===== config.mk =====
export PLATFORM = sky130hd
export DESIGN_NAME = fbc_frame_base_ctrl
export DESIGN_NICKNAME = d
export VERILOG_FILES = /design/src/rtl/fbc_pkg.sv /design/src/rtl/fbc_reg_decode.sv /design/src/rtl/fbc_run_ctrl.sv /design/src/rtl/fbc_base_shadow.sv /design/src/rtl/fbc_frame_base_ctrl.sv
export SDC_FILE = /design/constraint.sdc
export NUM_CORES = 1
export LEC_CHECK = 0
export BUFFER_PORTS_ARGS = -buffer_cell sky130_fd_sc_hd__buf_2
export CORE_ASPECT_RATIO = 2
export CORE_MARGIN = 2
export CORE_UTILIZATION = 30
export CTS_BUF_LIST = sky130_fd_sc_hd__clkbuf_8
export CTS_CLUSTER_DIAMETER = 60
export CTS_CLUSTER_SIZE = 25
export DETAILED_ROUTE_END_ITERATION = 7
export MAX_ROUTING_LAYER = met4
export SLEW_MARGIN = 20
export SYNTH_ARGS = -nofsm -noshare
export SYNTH_HDL_FRONTEND = slang
export SYNTH_SLANG_ARGS = --single-unit

===== constraint.sdc =====
create_clock -name clk -period 3.9 [get_ports clk]
set_clock_uncertainty 0.2 [all_clocks]
set_input_delay 0.78 -clock clk [delete_from_list [all_inputs] [get_ports clk]]
set_output_delay 0.78 -clock clk [all_outputs]
set_load 0.03 [all_outputs]

===== src/rtl/fbc_pkg.sv =====
package fbc_pkg;

    localparam int REG_W         = 32;
    localparam int CTRL_RUN_BIT  = 0;
    localparam int CTRL_MODE_BIT = 4;
    localparam int CTRL_GATE_BIT = 30;
    localparam int CTRL_SRST_BIT = 31;
    localparam int AUX_FCLR_BIT  = 0;
    localparam int CTRL_FIELDS   = 4;

    typedef enum logic [1:0] {
        OP_NONE  = 2'd0,
        OP_WRITE = 2'd1,
        OP_SET   = 2'd2,
        OP_CLR   = 2'd3
    } wr_op_e;

    typedef enum logic [1:0] {
        TGT_NONE = 2'd0,
        TGT_CTRL = 2'd1,
        TGT_AUX  = 2'd2,
        TGT_NEXT = 2'd3
    } wr_tgt_e;

    typedef struct packed {
        logic srst;
        logic gate;
        logic mode;
        logic run;
    } ctrl_t;

    typedef struct packed {
        ctrl_t ctrl;
        logic  fclr;
    } run_state_t;

    function automatic logic apply_op(wr_op_e op, logic old_bit, logic new_bit);
        case (op)
            OP_WRITE: apply_op = new_bit;
            OP_SET:   apply_op = old_bit | new_bit;
            OP_CLR:   apply_op = old_bit & ~new_bit;
            default:  apply_op = old_bit;
        endcase
    endfunction

endpackage


===== src/rtl/fbc_reg_decode.sv =====
module fbc_reg_decode
    import fbc_pkg::*;
#(
    parameter int                ADDR_W   = 8,
    parameter logic [ADDR_W-1:0] CTRL_OFS = 'h00,
    parameter logic [ADDR_W-1:0] AUX_OFS  = 'h10,
    parameter logic [ADDR_W-1:0] NEXT_OFS = 'h20
) (
    input  logic              wr,
    input  logic [ADDR_W-1:0] addr,
    output wr_tgt_e           tgt,
    output wr_op_e            op
);

    localparam logic [ADDR_W-1:0] GRP_MASK = {{(ADDR_W-4){1'b1}}, 4'h0};

    logic [ADDR_W-1:0] grp;
    logic [3:0]        sub;
    wr_op_e            alias_op;

    assign grp = addr & GRP_MASK;
    assign sub = addr[3:0];

    always_comb begin
        case (sub)
            4'h0:    alias_op = OP_WRITE;
            4'h4:    alias_op = OP_SET;
            4'h8:    alias_op = OP_CLR;
            default: alias_op = OP_NONE;
        endcase
    end

    always_comb begin
        tgt = TGT_NONE;
        op  = OP_NONE;
        if (wr) begin
            if (grp == CTRL_OFS && alias_op != OP_NONE) begin
                tgt = TGT_CTRL;
                op  = alias_op;
            end else if (grp == AUX_OFS && alias_op != OP_NONE) begin
                tgt = TGT_AUX;
                op  = alias_op;
            end else if (grp == NEXT_OFS && alias_op == OP_WRITE) begin
                tgt = TGT_NEXT;
                op  = OP_WRITE;
            end
        end
    end

endmodule


===== src/rtl/fbc_run_ctrl.sv =====
module fbc_run_ctrl
    import fbc_pkg::*;
(
    input  logic    clk,
    input  logic    rst_n,
    input  wr_tgt_e tgt,
    input  wr_op_e  op,
    input  ctrl_t   wr_ctrl,
    input  logic    wr_fclr,
    input  logic    fifo_empty,
    output ctrl_t   ctrl_q,
    output logic    fclr_q
);

    run_state_t state_d, state_q;

    always_comb begin
        state_d      = state_q;
        state_d.fclr = 1'b0;

        // register writes through the three aliases
        if (tgt == TGT_CTRL) begin
            for (int i = 0; i < CTRL_FIELDS; i++) begin
                state_d.ctrl[i] = apply_op(op, state_q.ctrl[i], wr_ctrl[i]);
            end
        end

        // soft reset overrides run and mode
        if (state_d.ctrl.srst) begin
            state_d.ctrl.run  = 1'b0;
            state_d.ctrl.mode = 1'b0;
        end

        // graceful stop: run falls once the FIFO has drained
        if (state_d.ctrl.run && !state_d.ctrl.mode && fifo_empty && !state_q.ctrl.gate) begin
            state_d.ctrl.run = 1'b0;
        end

        // flush request only honoured while stopped
        if (tgt == TGT_AUX && (op == OP_WRITE || op == OP_SET) && wr_fclr
            && !state_q.ctrl.run && !state_q.ctrl.srst) begin
            state_d.fclr = 1'b1;
        end
    end

    always_ff @(posedge clk or negedge rst_n) begin
        if (!rst_n) begin
            state_q <= '0;
        end else begin
            state_q <= state_d;
        end
    end

    assign ctrl_q = state_q.ctrl;
    assign fclr_q = state_q.fclr;

endmodule


===== src/rtl/fbc_base_shadow.sv =====
module fbc_base_shadow
    import fbc_pkg::*;
#(
    parameter int BASE_W = 32
) (
    input  logic              clk,
    input  logic              rst_n,
    input  wr_tgt_e           tgt,
    input  logic [BASE_W-1:0] wr_base,
    input  logic              vsync,
    input  logic              run,
    input  logic              gate,
    input  logic              srst,
    output logic [BASE_W-1:0] cur_q,
    output logic [BASE_W-1:0] next_q
);

    typedef struct packed {
        logic [BASE_W-1:0] cur;
        logic [BASE_W-1:0] next;
    } base_state_t;

    base_state_t state_d, state_q;

    always_comb begin
        state_d = state_q;
        if (srst) begin
            state_d = '0;
        end else begin
            // flip takes the shadow value held before this cycle's write
            if (vsync && run && !gate) begin
                state_d.cur = state_q.next;
            end
            if (tgt == TGT_NEXT) begin
                state_d.next = wr_base;
            end
        end
    end

    always_ff @(posedge clk or negedge rst_n) begin
        if (!rst_n) begin
            state_q <= '0;
        end else begin
            state_q <= state_d;
        end
    end

    assign cur_q  = state_q.cur;
    assign next_q = state_q.next;

endmodule


===== src/rtl/fbc_frame_base_ctrl.sv =====
module fbc_frame_base_ctrl
    import fbc_pkg::*;
#(
    parameter int ADDR_W = 8,
    parameter int BASE_W = 32
) (
    input  logic              clk,
    input  logic              rst_n,
    input  logic              reg_wr,
    input  logic [ADDR_W-1:0] reg_addr,
    input  logic [REG_W-1:0]  reg_wdata,
    input  logic              vsync,
    input  logic              fifo_empty,
    output logic [BASE_W-1:0] cur_base,
    output logic              run_active,
    output logic              fifo_clr
);

    wr_tgt_e           wr_tgt;
    wr_op_e            wr_op;
    ctrl_t             wr_ctrl;
    ctrl_t             ctrl_q;
    logic              srst_q;
    logic              gate_q;
    logic [BASE_W-1:0] next_base_q;

    assign wr_ctrl.run  = reg_wdata[CTRL_RUN_BIT];
    assign wr_ctrl.mode = reg_wdata[CTRL_MODE_BIT];
    assign wr_ctrl.gate = reg_wdata[CTRL_GATE_BIT];
    assign wr_ctrl.srst = reg_wdata[CTRL_SRST_BIT];

    fbc_reg_decode #(
        .ADDR_W   (ADDR_W),
        .CTRL_OFS (ADDR_W'('h00)),
        .AUX_OFS  (ADDR_W'('h10)),
        .NEXT_OFS (ADDR_W'('h20))
    ) u_decode (
        .wr   (reg_wr),
        .addr (reg_addr),
        .tgt  (wr_tgt),
        .op   (wr_op)
    );

    fbc_run_ctrl u_run (
        .clk        (clk),
        .rst_n      (rst_n),
        .tgt        (wr_tgt),
        .op         (wr_op),
        .wr_ctrl    (wr_ctrl),
        .wr_fclr    (reg_wdata[AUX_FCLR_BIT]),
        .fifo_empty (fifo_empty),
        .ctrl_q     (ctrl_q),
        .fclr_q     (fifo_clr)
    );

    assign srst_q     = ctrl_q.srst;
    assign gate_q     = ctrl_q.gate;
    assign run_active = ctrl_q.run;

    fbc_base_shadow #(
        .BASE_W (BASE_W)
    ) u_shadow (
        .clk     (clk),
        .rst_n   (rst_n),
        .tgt     (wr_tgt),
        .wr_base (reg_wdata[BASE_W-1:0]),
        .vsync   (vsync),
        .run     (ctrl_q.run),
        .gate    (ctrl_q.gate),
        .srst    (ctrl_q.srst),
        .cur_q   (cur_base),
        .next_q  (next_base_q)
    );

endmodule


# ---- After elaboration in Yosys (flattened, before gate mapping)
# Index checks and enable logic that the tools add are counted.
dict set report totals {
  regBits 69
  latch_bits 0
  mem_bits_rw 0
  romBits 0
  input_bits 45
  output_inout_bits 34
  elab_cells 74
  n_memories 0
}
dict set report classes {
  n_addsub 0
  mul 0
  div 0
  order_cmp 0
  n_eq_ne 11
  shift 0
  mux 20
  n_bitwise 12
  reduce_logical 24
}
# operator count
set op_table {}
lappend op_table {{$mux 32} 2}
lappend op_table {{$mux 64} 1}
lappend op_table {{$mux 2} 8}
lappend op_table {{$logic_and 1x1->1} 12}
lappend op_table {{$pmux 1 s3} 4}
lappend op_table {{$eq 2x2->1 const B} 4}
lappend op_table {{$logic_not 8->1} 1}
lappend op_table {{$eq 2x1->1 const B} 3}
lappend op_table {{$pmux 2 s3} 1}
lappend op_table {{$reduce_bool 2->1} 3}
lappend op_table {{$and 1x1->1} 4}
lappend op_table {{$eq 4x1->1 const B} 1}
lappend op_table {{$eq 4x2->1 const B} 1}
lappend op_table {{$eq 4x3->1 const B} 1}
lappend op_table {{$eq 4x4->1 const B} 1}
lappend op_table {{$logic_not 1->1} 4}
lappend op_table {{$logic_not 4->1} 1}
lappend op_table {{$mux 4} 1}
lappend op_table {{$not 1->1} 4}
lappend op_table {{$or 1x1->1} 4}
lappend op_table {{$mux 1} 3}
lappend op_table {{$reduce_bool 3->1} 1}
lappend op_table {{$reduce_and 2->1} 1}
lappend op_table {{$logic_or 1x1->1} 1}

# ---- Logic depth before layout (Yosys ltp)
dict set report logic_depth {
  depth_word 17
  depth_mapped 9
  ltp_nobuf 9
}

# ---- By module
# From an unflattened synthesis, not the netlist that was laid out.
dict set report unflattened {
  hier_cells 331
  area_unflattened_um2 3711.1
}
# module instances cells_each area_per_inst_um2 seq_area_each_um2
set modules_own_cells {}
lappend modules_own_cells {fbc_base_shadow 1 285 3250.6 1601.5}
lappend modules_own_cells {fbc_run_ctrl 1 32 382.9 125.1}
lappend modules_own_cells {fbc_reg_decode 1 14 77.6 0.0}

# ---- Least setup slack after synthesis
# No wires, ideal clock.
dict set report synth_timing {
  path_type {input port to flip-flop}
  startpoint {input port reg_addr[5]}
  endpoint {register u_run.state_q, in the netlist u_run.ctrl_q[0]}
  setup_ns 0.134
  t_arrival_ns 3.022
  required_time_ns 3.566
  slack_ns 0.544
  stages 8
  path_buffers 1
  path_cell_list {or4b_4 -> buf_6 -> or3_1 -> ha_1 -> or4_1 -> o31ai_1 -> o22a_1 -> a2111oi_4}
}
# element line_no
set synth_lines {}
lappend synth_lines {{start, declared} fbc_frame_base_ctrl.sv:10} ;# input logic [ADDR_W-1:0] reg_addr,
lappend synth_lines {{end signal, assigned} fbc_run_ctrl.sv:50} ;# state_q <= state_d;
lappend synth_lines {{end, declared} fbc_run_ctrl.sv:15} ;# run_state_t state_d, state_q;

# ---- Final worst setup path
dict set report layout_timing {
  startpoint {input port reg_addr[5]}
  endpoint {register u_run.state_q, in the netlist u_run.ctrl_q[2]}
}
dict set report layout_between {
  elab_chain_cells 9
  elab_cells_between_ends 21
}
# element line_no
set layout_rtl {}
lappend layout_rtl {{$eq 4x2->1} fbc_reg_decode.sv:43} ;# end else if (grp == NEXT_OFS && alias_op == OP_WRITE) begin
lappend layout_rtl {{$logic_and 1x1->1} fbc_reg_decode.sv:43}
lappend layout_rtl {{$mux 1} fbc_reg_decode.sv:43}
lappend layout_rtl {{$mux 2} fbc_reg_decode.sv:40} ;# end else if (grp == AUX_OFS && alias_op != OP_NONE) begin
lappend layout_rtl {{$mux 2} fbc_reg_decode.sv:37} ;# if (grp == CTRL_OFS && alias_op != OP_NONE) begin
lappend layout_rtl {{$mux 2} fbc_reg_decode.sv:36} ;# if (wr) begin
lappend layout_rtl {{$eq 2x2->1 or $eq 2x1->1 (tied branches)} fbc_pkg.sv:38} ;# case (op)
lappend layout_rtl {{$reduce_bool 3->1 (no line)} -}
lappend layout_rtl {{$reduce_and 2->1 (no line)} -}
# Several ways; a longest one is shown, not always the timed one.
# A chain may end at the register's enable or synchronous reset.

==> summary.txt <==
Outcome
  • Status: completed

Layout
  • Share of cells above drive strength 1: 0.2445
  • Fin nets: 455
  • Post-route cell area: 3649 µm²
  • Fill cells: 1010
  • N_diodes: 0
  • Layout area overhead: 21.50%

Clock network
  • Postcts setup bufs: 0
  • CTS Buf Count: 9
  • # resized after CTS: 0
  • Clk slew on worst S/H paths: 0.07 ns
  • Max clock buf depth: 2
  • # hold bufs at CTS: 0
  • Clock tree sinks: 69
  • Latest clock arrival within the worst-skew pair: 0.34 ns
  • CTS root buf: clkbuf_8
  • CTS tree: yes
  • H-tree levels: 3

STA
  • Setup TNS: 0 ns
  • F_max: 311.8 MHz
  • Hold Worst Slack: 0.3162 ns
  • Slew Limit Fails: 0
  • Final hold violation count: 0
  • Min Tclk post-route: 3.207 ns
  • Worst-Margin Slew: 0.9165 ns
  • Final setup violation count: 0
  • Final worst-path cycle share: 0.8223
  • RSZ-0062 raised after global routing: no
  • Slew HR: 0.3804

Detailed routing
  • Initial DRC Count: 213
  • Via-to-Cell Ratio: 4.728
  • DRT Wirelength: 7.628 mm
  • Number of routed nets with antenna violations: 0
  • First-pass detailed-route iteration total: 4
  • Via Count: 2558
  • Drc violations: 0
  • Avg WL per Cell: 14.10 µm

Floorplanning
  • Starting Density: 0.3076
  • I/O pins: 79
  • Std-Cell Rows: 51
  • Die H: 145.5 µm
  • Width of the die: 74.75 µm
  • Core Region: 9763 µm²
  • Die area: 10870 µm²

Power
  • VDD IR max: 0.1440 mV
  • Leak: 1.758 nW
  • PwrDens: 348.9 nW/µm²

Placement
  • Placed cell areas: 3501 µm²
  • Dpl hpwl: 5.143 mm
  • Port buffer count: 78
  • Placer Congestion: 0.8505

Critical path
  • WP data arrival: 3.22 ns
  • WS Path Type: primary input to flop
  • Startpoint types: primary input
  • Worst EP required: 3.91 ns
  • Critical Path Fanout Max: 7
  • CP Capture Type: flop
  • R2r startpoint: u_run.ctrl_q[0]$_DFF_PN0_
  • CP startpoint: reg_addr[5]

Min path
  • Worst hold start: u_shadow.cur_q[11]$_DFFE_PN0P_
  • Worst min path class: flop to flop

Logic synthesis
  • Synth Warn #: 0
  • Register area share after synthesis: 0.5750
  • Post-synth cell types: 34
  • Yosys reg bits: 69
  • Synthesized area: 3003 µm²
  • Syn Nets: 384
  • Syn avg cell area: 8.964 µm²
  • Post-synthesis instance total: 335

GRT
  • Largest net degree at the start of global routing: 70
  • Vias in the first global route: 2597
  • All-layer global routing usage: 0.1572
  • First-pass GRT wire length: 12.74 mm
  • Total gr overflow: 0
  • Initial antenna violation count: 0

Run
  • Max Cap Viol: 0
## state kept, by name, summed over array words and instances, names as in the netlist
register / count
u_shadow.cur_q: 32
u_run.fclr_q: 1
u_shadow.next_q: 32
u_run.ctrl_q: 4
## per-layer routing
metal	vias up	wire, µm	GRT usage
met5	-	0	-
met4	0	237	0.07589
li1	1254	-	-
met3	17	326	0.03047
met2	80	4140	0.2606
met1	1207	2924	0.1752
## area by class of cell
type | count | area, µm² | share of cell area
Inverter | 1 | 3.754 | 0.001029
Tap cell | 132 | 165.2 | 0.04527
Multi-Input combinational cell | 243 | 1181 | 0.3237
Clock inverter | 5 | 23.77 | 0.006516
Timing Repair Buffer | 82 | 422.9 | 0.1159
Clock buffer | 9 | 123.9 | 0.03395
Sequential cell | 69 | 1728 | 0.4736
## cells in the final DEF, fill, tap and decap left out, types with 2 or more instances in the layout
cell      count
nand2_1     131
buf_2        77
dfrtp_1      68
a21oi_1      65
nor2_1        9
clkbuf_8      9
buf_4         5
inv_1         4
o31ai_1       4
ha_1          4
or3_1         3
nand3_1       2
nor4b_1       2
or4_1         2
## synth_stat cells, drive strengths merged
cell type,number,share of area
buf,4,0.0087
a41oi,1,0.0029
nand3,2,0.0033
a31oi,1,0.0021
or3,3,0.0063
a211oi,1,0.0025
and3,1,0.0021
mux2i,1,0.0033
a211o,1,0.0029
a311oi,1,0.0029
inv,1,0.0012
nor3,2,0.0071
o31ai,4,0.010
a21oi,66,0.11
or4b,1,0.0046
o22a,1,0.0029
o21a,1,0.0025
ha,4,0.017
nor2,10,0.013
or2,1,0.0021
nor2b,1,0.0021
nor4b,2,0.0058
a2111oi,1,0.0092
o21ai,1,0.0017
or4,2,0.0050
dfrtp,69,0.58
clkbuf,18,0.022
and4,1,0.0029
and2,1,0.0021
nand2,131,0.16
nand4,1,0.0021
## critical path, cell delays in order
cell      delay [ns]
buf_2           0.12
or4b_4          0.59
or3_1           0.42
ha_1            0.23
or4_1           0.53
or3_1           0.34
a21oi_1         0.15
a311oi_1        0.05
## power breakdown
part / switching (W) / leakage, nW / internal (W)
Combinational: 0.0000418 / 0.716 / 0.0000295
Sequential: 0.00000804 / 0.957 / 0.000732
Clock: 0.000247 / 0.0847 / 0.000215
Total: 0.000296 / 1.76 / 0.000977
## kinds of logic (layout without fill, tap and decap cells)
logic type      count (synthesis)  count (layout)  synth area share
buf+inv                        23              97           0.03250
compound gates                 79              79            0.1508
mux                             1               1          0.003333
flops                          69              69            0.5750
fa+ha+maj                       4               4           0.01667
simple gates                  159             159            0.2217
## metrics by stage
step                      total power (W)  cells  utilization  setup slack [ns]
after floorplan                 0.0007774    335            -            0.5441
after global placement          0.0008240    527       0.3586            0.4193
after detailed placement        0.0008265    527       0.3586            0.3414
after CTS                        0.001303    541       0.3737            0.7163
after global routing             0.001333    541       0.3737            0.6202
final                            0.001273    541       0.3737            0.6931
## final timing paths
check	to	slack, ns	depth (start not counted)
min in group asynchronous	u_run.fclr_q$_DFF_PN0_	0.33	1
max	u_run.ctrl_q[2]$_DFFE_PN0P_	0.69	8
max reg2reg	u_shadow.cur_q[20]$_DFFE_PN0P_	1.95	5
min reg2reg	u_shadow.cur_q[11]$_DFFE_PN0P_	0.32	2
min	u_shadow.cur_q[11]$_DFFE_PN0P_	0.32	2
max in group asynchronous	u_run.ctrl_q[1]$_DFF_PN0_	2.57	1
Note: power is estimated with default switching activity, not from simulation.
